File: config.mk
export PLATFORM = sky130hd
export DESIGN_NAME = dzc_cache_array
export DESIGN_NICKNAME = d
export VERILOG_FILES = /design/src/rtl/dzc_pkg.sv /design/src/rtl/dzc_zero_detect.sv /design/src/rtl/dzc_store.sv /design/src/rtl/dzc_activity.sv /design/src/rtl/dzc_cache_array.sv
export SDC_FILE = /design/constraint.sdc
export NUM_CORES = 1
export LEC_CHECK = 0
export BUFFER_PORTS_ARGS = -buffer_cell sky130_fd_sc_hd__buf_4
export CORE_MARGIN = 1
export CORE_UTILIZATION = 46
export DETAILED_ROUTE_END_ITERATION = 10
export GPL_TIMING_DRIVEN = 0
export HOLD_SLACK_MARGIN = 0.03
export PLACE_DENSITY = 0.71
export SYNTH_ARGS = -nofsm -noshare
export SYNTH_HDL_FRONTEND = slang
export SYNTH_SLANG_ARGS = --single-unit
File: constraint.sdc
create_clock -name clk -period 7.2 [get_ports clk]
set_input_delay 1.44 -clock clk [delete_from_list [all_inputs] [get_ports clk]]
set_output_delay 1.44 -clock clk [all_outputs]
set_load 0.05 [all_outputs]
File: src/rtl/dzc_pkg.sv
package dzc_pkg;

    typedef enum logic [1:0] {
        OP_IDLE  = 2'd0,
        OP_READ  = 2'd1,
        OP_WRITE = 2'd2
    } op_e;

    typedef struct packed {
        logic rd;
        logic wr;
    } acc_t;

    function automatic op_e op_decode(input logic req, input logic we);
        if (!req)   return OP_IDLE;
        else if (we) return OP_WRITE;
        else         return OP_READ;
    endfunction

    function automatic acc_t acc_of(input op_e op);
        acc_t a;
        a.rd = (op == OP_READ);
        a.wr = (op == OP_WRITE);
        return a;
    endfunction

endpackage

File: src/rtl/dzc_zero_detect.sv
module dzc_zero_detect #(
    parameter int W   = 32,
    parameter int GRP = 8,
    localparam int G  = W / GRP
) (
    input  logic [W-1:0] wdata,
    output logic [G-1:0] zf
);
    // One flag per group: high when every bit of the group is zero
    for (genvar g = 0; g < G; g++) begin : g_det
        assign zf[g] = ~|wdata[g*GRP +: GRP];
    end
endmodule

File: src/rtl/dzc_store.sv
module dzc_store
    import dzc_pkg::*;
#(
    parameter int W     = 32,
    parameter int GRP   = 8,
    parameter int DEPTH = 16,
    localparam int G     = W / GRP,
    localparam int IDX_W = (DEPTH > 1) ? $clog2(DEPTH) : 1
) (
    input  logic             clk,
    input  logic             rst,
    input  op_e              op,
    input  logic [IDX_W-1:0] addr,
    input  logic [G-1:0]     mask,
    input  logic [W-1:0]     wdata,
    input  logic [G-1:0]     zf,
    output logic [W-1:0]     rdata,
    output logic             rvalid,
    output logic [G-1:0]     grp_on,
    output logic [G-1:0]     grp_off
);
    acc_t acc;
    assign acc = acc_of(op);

    // Flag array, read in the decode cycle
    logic [G-1:0] flag_mem [DEPTH];
    logic [G-1:0] flags_rd;
    assign flags_rd = flag_mem[addr];

    logic [G-1:0] wr_en, wr_sup, rd_en, rd_sup;
    assign wr_en  = {G{acc.wr}} & mask & ~zf;
    assign wr_sup = {G{acc.wr}} & mask &  zf;
    assign rd_en  = {G{acc.rd}} & ~flags_rd;
    assign rd_sup = {G{acc.rd}} &  flags_rd;
    assign grp_on  = wr_en | rd_en;
    assign grp_off = wr_sup | rd_sup;

    always_ff @(posedge clk) begin
        if (rst) begin
            for (int i = 0; i < DEPTH; i++) flag_mem[i] <= '1;
        end else if (acc.wr) begin
            for (int g = 0; g < G; g++)
                if (mask[g]) flag_mem[addr][g] <= zf[g];
        end
    end

    always_ff @(posedge clk) begin
        if (rst) rvalid <= 1'b0;
        else     rvalid <= acc.rd;
    end

    // One gated sub-array per group
    for (genvar g = 0; g < G; g++) begin : g_bank
        logic [GRP-1:0] bank [DEPTH];
        logic [GRP-1:0] rgrp_q;

        always_ff @(posedge clk) begin
            if (rst) begin
                for (int i = 0; i < DEPTH; i++) bank[i] <= '0;
            end else if (wr_en[g]) begin
                bank[addr] <= wdata[g*GRP +: GRP];
            end
        end

        always_ff @(posedge clk) begin
            if (rst)            rgrp_q <= '0;
            else if (rd_en[g])  rgrp_q <= bank[addr];
            else if (rd_sup[g]) rgrp_q <= '0;
        end

        assign rdata[g*GRP +: GRP] = rgrp_q;

        // a group of zero store data never sees its write enable
        p_wr_gate_r2: assert property (@(posedge clk) disable iff (rst)
            wr_en[g] |-> (wdata[g*GRP +: GRP] != '0));

        // a flagged group read leaves zero in the output group
        p_rd_zero_r3: assert property (@(posedge clk) disable iff (rst)
            (acc.rd && flags_rd[g]) |=> (rgrp_q == '0));
    end

    // read latency of one cycle
    p_rvalid_lat_r4: assert property (@(posedge clk) disable iff (rst)
        (op == OP_READ) |=> rvalid);
    p_rvalid_idle_r4: assert property (@(posedge clk) disable iff (rst)
        (op != OP_READ) |=> !rvalid);
endmodule

File: src/rtl/dzc_activity.sv
module dzc_activity #(
    parameter int G     = 4,
    parameter int CNT_W = 16,
    localparam int IW   = $clog2(G + 1)
) (
    input  logic             clk,
    input  logic             rst,
    input  logic [G-1:0]     hits,
    output logic [CNT_W-1:0] cnt
);
    localparam logic [CNT_W:0] MAXV = {1'b0, {CNT_W{1'b1}}};

    logic [IW-1:0]  inc;
    logic [CNT_W:0] sum;
    assign inc = IW'($countones(hits));
    assign sum = {1'b0, cnt} + (CNT_W+1)'(inc);

    always_ff @(posedge clk) begin
        if (rst)              cnt <= '0;
        else if (sum > MAXV)  cnt <= '1;
        else                  cnt <= sum[CNT_W-1:0];
    end

    // counter never decreases
    p_monotone_r8: assert property (@(posedge clk) disable iff (rst)
        1'b1 |=> (cnt >= $past(cnt)));
    // a saturated counter stays saturated
    p_sat_hold_r9: assert property (@(posedge clk) disable iff (rst)
        (cnt == '1) |=> (cnt == '1));
endmodule

File: src/rtl/dzc_cache_array.sv
module dzc_cache_array
    import dzc_pkg::*;
#(
    parameter int W     = 32,
    parameter int GRP   = 8,
    parameter int DEPTH = 16,
    parameter int CNT_W = 16,
    localparam int G     = W / GRP,
    localparam int IDX_W = (DEPTH > 1) ? $clog2(DEPTH) : 1
) (
    input  logic             clk,
    input  logic             rst,
    input  logic             req,
    input  logic             we,
    input  logic [G-1:0]     grp_mask,
    input  logic [IDX_W-1:0] addr,
    input  logic [W-1:0]     wdata,
    output logic [W-1:0]     rdata,
    output logic             rvalid,
    output logic [CNT_W-1:0] cnt_enabled,
    output logic [CNT_W-1:0] cnt_suppressed
);
    op_e          op;
    logic [G-1:0] zf, grp_on, grp_off;

    assign op = op_decode(req, we);

    dzc_zero_detect #(.W(W), .GRP(GRP)) u_det (
        .wdata (wdata),
        .zf    (zf)
    );

    dzc_store #(.W(W), .GRP(GRP), .DEPTH(DEPTH)) u_store (
        .clk     (clk),
        .rst     (rst),
        .op      (op),
        .addr    (addr),
        .mask    (grp_mask),
        .wdata   (wdata),
        .zf      (zf),
        .rdata   (rdata),
        .rvalid  (rvalid),
        .grp_on  (grp_on),
        .grp_off (grp_off)
    );

    dzc_activity #(.G(G), .CNT_W(CNT_W)) u_cnt_on (
        .clk  (clk),
        .rst  (rst),
        .hits (grp_on),
        .cnt  (cnt_enabled)
    );

    dzc_activity #(.G(G), .CNT_W(CNT_W)) u_cnt_off (
        .clk  (clk),
        .rst  (rst),
        .hits (grp_off),
        .cnt  (cnt_suppressed)
    );

    // an idle cycle leaves both counters unchanged
    p_idle_quiet_r8: assert property (@(posedge clk) disable iff (rst)
        (!req && cnt_enabled != '1 && cnt_suppressed != '1)
        |=> ($stable(cnt_enabled) && $stable(cnt_suppressed)));
endmodule

======== After elaboration in Yosys (flattened, before gate mapping) ========
Memories as Yosys holds them, arrays and structs flattened.
Cells that the tools add are included.
operators by class
  magnitude comparators ................... 2
  mux-type cells .......................... 57
  equality and inequality tests ........... 2
  reduce and logical (&&, ||, !) cells .... 17
  bitwise operators ....................... 9
  add/sub/neg operators ................... 8
operators by type and width
  cell                                                             count
  two-way mux 8 bit                                                12
  OR reduction 8 bit                                               8
  adder 16 x 3 -> 17 bit                                           2
  greater-than comparator 17 x 16 -> 1 bit, second input constant  2
  two-way mux 1 bit                                                34
  two-way mux 16 bit                                               2
  two-way mux 4 bit                                                7
  bitwise AND 4 bit                                                5
  adder 1 x 1 -> 2 bit                                             4
  inverter 4 bit                                                   2
  bitwise OR 4 bit                                                 2
  nonzero test 2 bit                                               4
  adder 3 bit                                                      2
  logical NOT 1 bit                                                4
  two-way mux 2 bit                                                2
  OR reduction 4 bit                                               1
  equality test 2 x 1 -> 1 bit, second input constant              1
  equality test 2 bit, second input constant                       1
storage, ports and cells
  register bits ........................... 65
  bits of input ports ..................... 44
  memories ................................ 5
  output and inout bits ................... 65
  RAM bits ................................ 576
  word-level logic and storage cells ...... 107
memories
  memory                  words  bits a word  read ports  clocked after memory_dff  write ports  RTL line         text
  u_store.g_bank[0].bank  16     8            1           0                         16           dzc_store.sv:54  logic [GRP-1:0] bank [DEPTH];
  u_store.g_bank[1].bank  16     8            1           0                         16           dzc_store.sv:54
  u_store.g_bank[2].bank  16     8            1           0                         16           dzc_store.sv:54
  u_store.g_bank[3].bank  16     8            1           0                         16           dzc_store.sv:54
  u_store.flag_mem        16     4            1           0                         16           dzc_store.sv:26  logic [G-1:0] flag_mem [DEPTH];

======== Logic depth before layout (Yosys ltp) ========
Gate-level depths: netlist (run 1).
  depth in word-level cells ............... 11
  depth in mapped cells ................... 18
  mapped depth without buffers ............ 15

======== Hierarchy ========
A second synthesis (run 1) with hierarchy kept.
second synthesis, totals
  cells, all modules ...................... 2059
  area total of the unflattened synthesis .. 29763.5 sq um
by module, submodules not included
  module                     sequential area each (sq um)  area an instance (sq um)  instances  cells an instance
  dzc_store                  17957.2                       27959.3                   1          1872
  dzc_activity at u_cnt_off  320.3                         903.4                     1          87
  dzc_activity at u_cnt_on   320.3                         809.5                     1          86
  dzc_zero_detect            0.0                           75.1                      1          12
  dzc_cache_array            0.0                           16.3                      1          2

======== Least setup slack after synthesis (run 1) ========
No wires, ideal clock.
  path type ............................... input to register
  start point ............................. input port addr[1]
  end point ............................... register u_cnt_on.cnt[11]
  buffers on the path ..................... 3
  slack ................................... 1.766 ns
  data required time ...................... 7.122 ns
  stages .................................. 18
  arrival time ............................ 5.356 ns
  setup time .............................. 0.078 ns
  cells stage by stage .................... buf_4 > buf_12 > buf_12 > mux2i_1 > a22oi_1 > o221ai_1 > mux2_2 > o2bb2ai_1 > ha_1 > ha_1 > fa_1 > inv_1 > fa_1 > nor2b_1 > o2111ai_4 > or3_1 > and4_1 > nor3_1
on the way
  word-level cells in the longest chain between the ends .. 9
  elaborated cells on any way between the ends .. 10
  those cells by class .................... add/sub (4); order compare (1); mux (1); bitwise (3); memory (1)
RTL lines
  element                                     RTL line               text
  start: declaration                          dzc_cache_array.sv:16  input logic [IDX_W-1:0] addr,
  memory (16 x 4 bit) *                       n/a
  inverter 4 bit *                            dzc_store.sv:33        assign rd_en = {G{acc.rd}} & ~flags_rd;
  bitwise AND 4 bit *                         dzc_store.sv:33
  bitwise OR 4 bit *                          dzc_store.sv:35        assign grp_on = wr_en | rd_en;
  adder 1 x 1 -> 2 bit (implied by the code)  dzc_activity.sv:15     assign inc = IW'($countones(hits));
  adder 3 bit (implied by the code) *         dzc_activity.sv:15
  adder 16 x 3 -> 17 bit *                    dzc_activity.sv:16     assign sum = {1'b0, cnt} + (CNT_W+1)'(inc);
  greater-than comparator 17 x 16 -> 1 bit    dzc_activity.sv:20     else if (sum > MAXV) cnt <= '1;
  two-way mux 16 bit *                        dzc_activity.sv:20
  end signal: assignment                      dzc_activity.sv:21     else cnt <= sum[CNT_W-1:0];
  end: declaration                            dzc_activity.sv:9      output logic [CNT_W-1:0] cnt
Mark *: on every way between the ends. The rest lies on a longest branch, timed or not.
A chain may end at the register's enable or synchronous reset.

======== Final worst setup path (run 1) ========
  start point ............................. input port addr[0]
  end point ............................... register u_cnt_off.cnt[2]
on the way
  word-level cells in the longest chain between the ends .. 8
  elaborated cells on any way between the ends .. 9
  those cells by class .................... add/sub (4); order compare (1); mux (1); bitwise (2); memory (1)
RTL lines
  element                                     RTL line            text
  memory (16 x 4 bit) *                       n/a
  bitwise AND 4 bit *                         dzc_store.sv:34     assign rd_sup = {G{acc.rd}} & flags_rd;
  bitwise OR 4 bit *                          dzc_store.sv:36     assign grp_off = wr_sup | rd_sup;
  adder 1 x 1 -> 2 bit (implied by the code)  dzc_activity.sv:15
  adder 3 bit (implied by the code) *         dzc_activity.sv:15
  adder 16 x 3 -> 17 bit *                    dzc_activity.sv:16
  greater-than comparator 17 x 16 -> 1 bit    dzc_activity.sv:20
  two-way mux 16 bit *                        dzc_activity.sv:20
  end signal: assignment                      dzc_activity.sv:21
  end: declaration                            dzc_activity.sv:9
Marks and branches as above.

==> results of run 1 <==
-- per-layer routing --
layer,vias up,track usage,share of wire
met1,10220,0.3658,0.37
met3,185,0.06030,0.12
li1,8559,-,-
met4,0,0.1311,0.046
met2,1386,0.4417,0.47
met5,-,0,0
-- synth_stat cells (all sizes together), types with 3 or more instances --
cell	number	area [um2]
a21o	66	495.5
a21oi	29	145.1
a221o	4	40.04
a22o	37	326.6
a22oi	68	510.5
a31oi	3	18.77
and3	508	3179
and4	3	26.28
buf	74	468.0
clkbuf	171	643.1
dfxtp	65	1301
edfxtp	576	17300
fa	4	80.08
ha	12	150.1
inv	9	33.78
mux2	19	214.0
mux2i	20	200.2
mux4	128	2883
nand2	116	435.4
nand2b	73	456.7
nand3	8	40.04
nand4	3	18.77
nor2	28	112.6
nor2b	7	43.79
nor3	26	150.2
nor3b	3	22.52
nor4	6	37.54
o21ai	4	20.02
o221ai	4	35.03
o22ai	5	31.28
o2bb2ai	3	26.28
or4	8	60.06
xnor2	10	87.58
xor2	8	70.07
-- power groups by stage --
stage               logic (mW)  registers (mW)  clock network [mW]
floorplan                0.441            4.41                   0
global placement         0.788            4.36                   0
CTS                      0.808            4.30                3.47
finish                   0.825            4.30                3.47
global route             0.861            4.32                3.61
detailed placement       0.801            4.38                   0
-- sequential cells by signal (all words and copies together), names as in the netlist --
| register | cells |
|---|---|
| u_store.g_bank.bank | 512 |
| u_store.flag_mem | 64 |
| u_store.g_bank.rgrp_q | 32 |
| u_cnt_off.cnt | 16 |
| u_cnt_on.cnt | 16 |
| u_store.rvalid | 1 |
-- stage by stage --
stage | hold WS (ns) | cells | cell area (um2)
2_1_floorplan | 0.7401 | 2121 | 29780
3_3_place_gp | 0.4720 | 3068 | 31600
3_5_place_dp | 0.4657 | 3068 | 31600
4_1_cts | 0.4847 | 3188 | 33760
5_1_grt | 0.5069 | 3188 | 33760
6_report | 0.4835 | 3189 | 33770
-- area by class of cell --
cell class / instances / area share
inverters: 9 / 0.001000
flip-flops and latches: 641 / 0.5508
well taps: 846 / 0.03135
multi-input cells: 1226 / 0.2974
clock buffers: 92 / 0.05710
plain buffers: 245 / 0.03290
diodes: 1 / 0.00007411
clock inverters: 28 / 0.007003
repair buffers: 101 / 0.02245
-- cell families (layout without fill, tap and decap cells) --
kind of cell,count (synthesis),in the layout
and+or+nand+nor,796,796
DFF,641,641
buffers and inverters,254,475
AOI/OAI and AO/OA,229,229
muxes,167,167
xor gates and xnor gates,18,18
adders and majority gates,16,16
other,0,1
-- critical path: stages --
cell	delay [ns]
buf_2	0.19
buf_6	0.20
nor2_1	0.65
a22oi_1	0.29
o221ai_1	0.17
mux2i_1	0.22
a22o_1	0.30
ha_1	0.29
ha_1	0.20
fa_1	0.57
inv_1	0.06
fa_1	0.39
nand2b_1	0.23
a2111oi_2	0.65
nand2b_1	0.23
clkbuf_1	0.28
a21oi_1	0.20
-- worst max path at each step --
stage | from | end | cells past startpoint
6_report | addr[0] | u_cnt_off.cnt[2] | 17
5_1_grt | addr[0] | u_cnt_off.cnt[8] | 17
4_1_cts | addr[0] | u_cnt_off.cnt[2] | 17
3_5_place_dp | addr[0] | u_cnt_off.cnt[8] | 17
3_3_place_gp | addr[0] | u_cnt_off.cnt[7] | 17
2_1_floorplan | addr[1] | u_cnt_on.cnt[11] | 18
==> reports/results.ini, run 1 <==
[power]
switchingPower_mw = 2.065
peakVddDrop_v = 0.0001526
switching_share = 0.2401
p_per_area_nw_per_um2 = 254.6
p_leak_nw = 13.74
seqPwrFrac = 0.500
clockPowerShare = 0.404
internal-power_mw = 6.534
comb_power_share = 0.096
finalPower_mw = 8.599

[place]
place_ws_ns = 0.6947
gp_congestion = 0.9490
portBuffers = 101
hpwl_um = 67440

[min_path]
hold_path_depth = 1
whs_endpoint = u_store.g_bank[2].rgrp_q[1]
hp-class = reg2reg
hp-start = u_store.g_bank[2].rgrp_q[1]

[clock_tree]
post_cts_resized = 0
clk_latency_ns = 0.61
clk_pin_slew_ns = 0.06
root_buffer = clkbuf_16
cts-htree-levels = 3
cts_tree = yes
cts_made_buffers = 66
cts_setup_buffers = 0
cts_max_path_buffers = 3
cts.sinks = 641
hold_buffers = 0

[sta]
max_slew_margin = 0.2619
hold_viol = 0
setup_slack_ns = 1.146
slew_violations = 0
rsz0062_at_grt = no
tightest_slew_ns = 1.103
timing.fmax_mhz = 165.2
finClkSkew_ns = 0.01859
final.setup.tns_ns = 0
fin_crit_ns = 6.054
layout_worst_path_cycle_share = 0.8408
setup_viol = 0

[logic_synthesis]
synth_cell_types = 53
ys_ff_latch = 641
synth-adder-area-share = 0.007730
ys_warn_count = 0
dominantRegCellSynth = edfxtp_1
synth_top_family_by_area = simple AND/OR/NAND/NOR gates
synth_cells = 2121
synth_edf_count = 576
yosys.area_share.simple = 0.1556
seq_area_frac_synth = 0.6244
synth_area_um2 = 29780
async_flop_share = 0
synth_compound_area_frac = 0.05781
synth_xor_area_frac = 0.005293
synth_area_per_cell_um2 = 14.04
synth_nets = 2181
synthMuxAreaShare = 0.1107

[cells_and_area]
nets = 2350
multi_input_area_um2 = 10040
finish.utilization = 0.5314
final_cell_mix = 576 x edfxtp_1, 507 x and3_1, 186 x clkbuf_1, 128 x mux4_2, 116 x nand2_1
layout_commonest_cell = edfxtp_1
drive_gt1_frac = 0.1810
area_growth_pct = 13.38
regArea_um2 = 18600
n_fill_cell = 5179

[global_routing]
antenna_found_initial = 3
grt.total_usage = 0.2783
overflow = 0
grt_max_degree = 15
grt_pass1_vias = 20460
grt_pass1_wl_um = 133900

[setup_path]
arrival_ns = 6.59
path_max_fanout = 10
rrSetupSlack_ns = 2.34
rr_worst_depth = 15
required_ns = 7.73
end_kind = register
worstSetupStartpointType = input pin
r2r_start = u_store.flag_mem[3][2]
path_class = in2reg
rr_endpoint = u_cnt_off.cnt[2]

[job]
drv_cap = 0

[floorplan]
fp.dieW_um = 256.5
ios = 109
initial_core_util = 0.4687
die_height_um = 256.5
fp.dieArea_um2 = 65770
fp.coreArea_um2 = 63540
placementRows = 92

[routing]
first_pass_iters = 6
dr.first_iter.drc_count = 2913
drt_wl_total_um = 91670
drc = 0
routed_via_density = 6.382
dr_total_vias = 20350
wl_per_cell_um = 28.75
antenna_left = 0

[status]
outcome = finished clean

Note: power is estimated with default switching activity, not from simulation.
==> inputs of run 2 (changes only) <==
- ABC_AREA: default -> 1
- PLACE_DENSITY: 0.71 -> 0.73
- clock period: 7.2 -> 4.95 ns (I/O delays scaled with it)
==> reports/results.ini, run 2 <==
[status]
outcome = finished clean

[routing]
dr_total_vias = 26440
drt_wl_total_um = 104100
drc = 0
first_pass_iters = 7
dr.first_iter.drc_count = 4186
antenna_left = 0
wl_per_cell_um = 21.09
routed_via_density = 5.355

[min_path]
hp-start = u_cnt_off.cnt[14]
whs_endpoint = u_cnt_off.cnt[14]
hold_path_depth = 2
hp-class = reg2reg

[cells_and_area]
layout_commonest_cell = nand2_1
nets = 4075
diodes = 0
regMostFlops = u_store.g_bank.bank
top_regs = u_store.g_bank.bank x512, u_store.flag_mem x64, u_store.g_bank.rgrp_q x32
largest_reg_flops = 512
area_growth_pct = 13.10
fin_area_um2 = 35450
final_cell_mix = 1,507 x nand2_1, 745 x nor2_1, 576 x edfxtp_1, 443 x inv_1, 115 x clkbuf_1
drive_gt1_frac = 0.07111

[setup_path]
rr_endpoint = u_cnt_on.cnt[9]
crit_path_max_incr_delay_ns = 0.57
arrival_ns = 5.33
r2r_start = u_store.flag_mem[8][2]
end_kind = register
cp_common_cell = nand2_1
path_delay_family = adder cells
worst-path-buf-inv = 7
path_max_fanout = 10
slowest_stage = fa_1
path_class = in2reg
cp.depth = 25
rrSetupSlack_ns = 0.82
rr_worst_depth = 24
worstSetupStartpointType = input pin
required_ns = 5.51

[logic_synthesis]
synth_nets = 3895
ys_ff_latch = 641
synth_cells = 3835
synth_top_area_share = 0.5519
synth_common_cells = 1,507 x nand2_1, 747 x nor2_1, 576 x edfxtp_1, 443 x inv_1, 110 x clkbuf_1
ys_warn_count = 0
dominantRegCellSynth = edfxtp_1
synth_area_um2 = 31340
async_flop_share = 0
synth.most_common_cell = nand2_1
synth_area_per_cell_um2 = 8.173
synthTopCellsByArea = edfxtp_1 55%, nand2_1 18%, nor2_1 8.9%
seq_area_frac_synth = 0.5934
synth_cell_types = 29
synth_edf_count = 576
yosys.area.top_type = edfxtp_1

[floorplan]
fp.dieArea_um2 = 69180
ios = 109
fp.dieW_um = 263.0
initial_core_util = 0.4659
fp.coreArea_um2 = 67280
placementRows = 95
die_height_um = 263.0

[global_routing]
overflow = 0
grt_pass1_wl_um = 149300
grt_pass1_vias = 23990
antenna_found_initial = 1
grt.total_usage = 0.2950
grt_max_degree = 15

[sta]
tightest_slew_ns = 1.449
max_slew_margin = 0.03414
setup_viol = 0
hold_viol = 0
timing.fmax_mhz = 209.7
slew_violations = 0
rsz0062_at_grt = no
fin_crit_ns = 4.769
setup_slack_ns = 0.1809
layout_worst_path_cycle_share = 0.9635
final.setup.tns_ns = 0
finClkSkew_ns = 0.02702

[job]
drv_cap = 0

[power]
peakVddDrop_v = 0.0002012
p_leak_nw = 16.61
p_per_area_nw_per_um2 = 358.9

[place]
hpwl_um = 73010
place_area_um2 = 33230
gp_congestion = 1.017
portBuffers = 106
place_ws_ns = -1.143

[clock_tree]
cts_max_path_buffers = 3
cts_made_buffers = 68
cts_tree = yes
clk_pin_slew_ns = 0.06
clk_latency_ns = 0.62
root_buffer = clkbuf_16
cts.sinks = 641
hold_buffers = 0
cts-htree-levels = 3

==> run 2: changes by cell type after synthesis, moves of 60 or more <==
cell      delta
inv_1      +434
nor2_1     +722
a21o_1      -66
a22oi_1     -68
nand2b_1    -73
nand2_1   +1391
and3_1     -507
mux4_2     -128
clkbuf_1    -60
==> run 2: logic make-up after synthesis <==
| group | Yosys count | synth area share |
|---|---|---|
| simple gates | 2350 | 0.2879 |
| buf+inv | 663 | 0.08068 |
| flops | 641 | 0.5934 |
| compound gates | 151 | 0.02683 |
| fa+ha+maj | 16 | 0.007345 |
| xor+xnor | 14 | 0.003912 |
==> run 2: worst max-delay path by stage <==
stage	from	to	slack [ns]
floorplan	addr[0]	u_cnt_off.cnt[13]	0.32
global placement	we	u_cnt_off.cnt[7]	-1.09
detailed placement	we	u_cnt_off.cnt[15]	-1.14
CTS	addr[1]	u_cnt_on.cnt[9]	0.01
global route	addr[0]	u_cnt_on.cnt[9]	0.02
finish	addr[1]	u_cnt_on.cnt[9]	0.18
==> run 2: cell type report <==
class | count | area, um2
Clock inverter | 29 | 240.2
Inverter | 492 | 1851
Timing Repair Buffer | 110 | 825.8
Sequential cell | 641 | 18600
Buffer | 171 | 701.9
Tap cell | 873 | 1092
Multi-Input combinational cell | 2531 | 10250
Fill cell | 6174 | 31830
Clock buffer | 90 | 1889
==> run 2: worst register-to-register path, cell delays in order, from the launching register on <==
cell and delay (ns):
edfxtp_1 0.37, nand2_1 0.08, nand2_1 0.05, nand2_1 0.05, nand2_1 0.13, nand2_1 0.09, nand2_1 0.09, nor2_4 0.15
nand2_1 0.06, o21ai_0 0.27, ha_1 0.36, ha_1 0.22, fa_1 0.57, inv_1 0.06, fa_1 0.41, inv_1 0.07
nand2_1 0.05, nand2_1 0.08, nand2_1 0.10, nor2_2 0.18, nand3_1 0.18, clkbuf_2 0.24, nand3_1 0.12, nand2_1 0.05
inv_1 0.06
==> run 2: through the flow <==
step	cells	hold slack [ns]	total power [mW]	util
2_1_floorplan	3835	0.6687	7.195	-
3_3_place_gp	4814	0.4496	7.714	0.4939
3_5_place_dp	4814	0.4557	7.741	0.4939
4_1_cts	4933	0.4647	12.65	0.5261
5_1_grt	4937	0.4802	13.01	0.5269
6_report	4937	0.4618	12.72	0.5269
==> run 2: timing repair <==
item | in CTS | in global routing
endpoints found under the setup margin | 30 | 31
pin swaps | 0 | 4
resized for setup | 16 | 11
setup buffers | 0 | 4
==> run 2: routing by layer <==
layer  part of all wire  vias up  global-route usage
li1                   -    12160                   -
met1               0.38    12150              0.3955
met2               0.43     1825              0.4449
met3               0.14      303             0.07679
met4              0.052        0              0.1445
met5                  0        -                   0
==> run 2: report_power, final <==
part           switching, mW  total (mW)  leakage (nW)  internal, mW
Clock                   2.13        5.02          1.04          2.89
Sequential            0.0967        6.26          6.04          6.17
Combinational           1.09        1.44          9.53         0.349
Total                   3.32        12.7          16.6          9.40
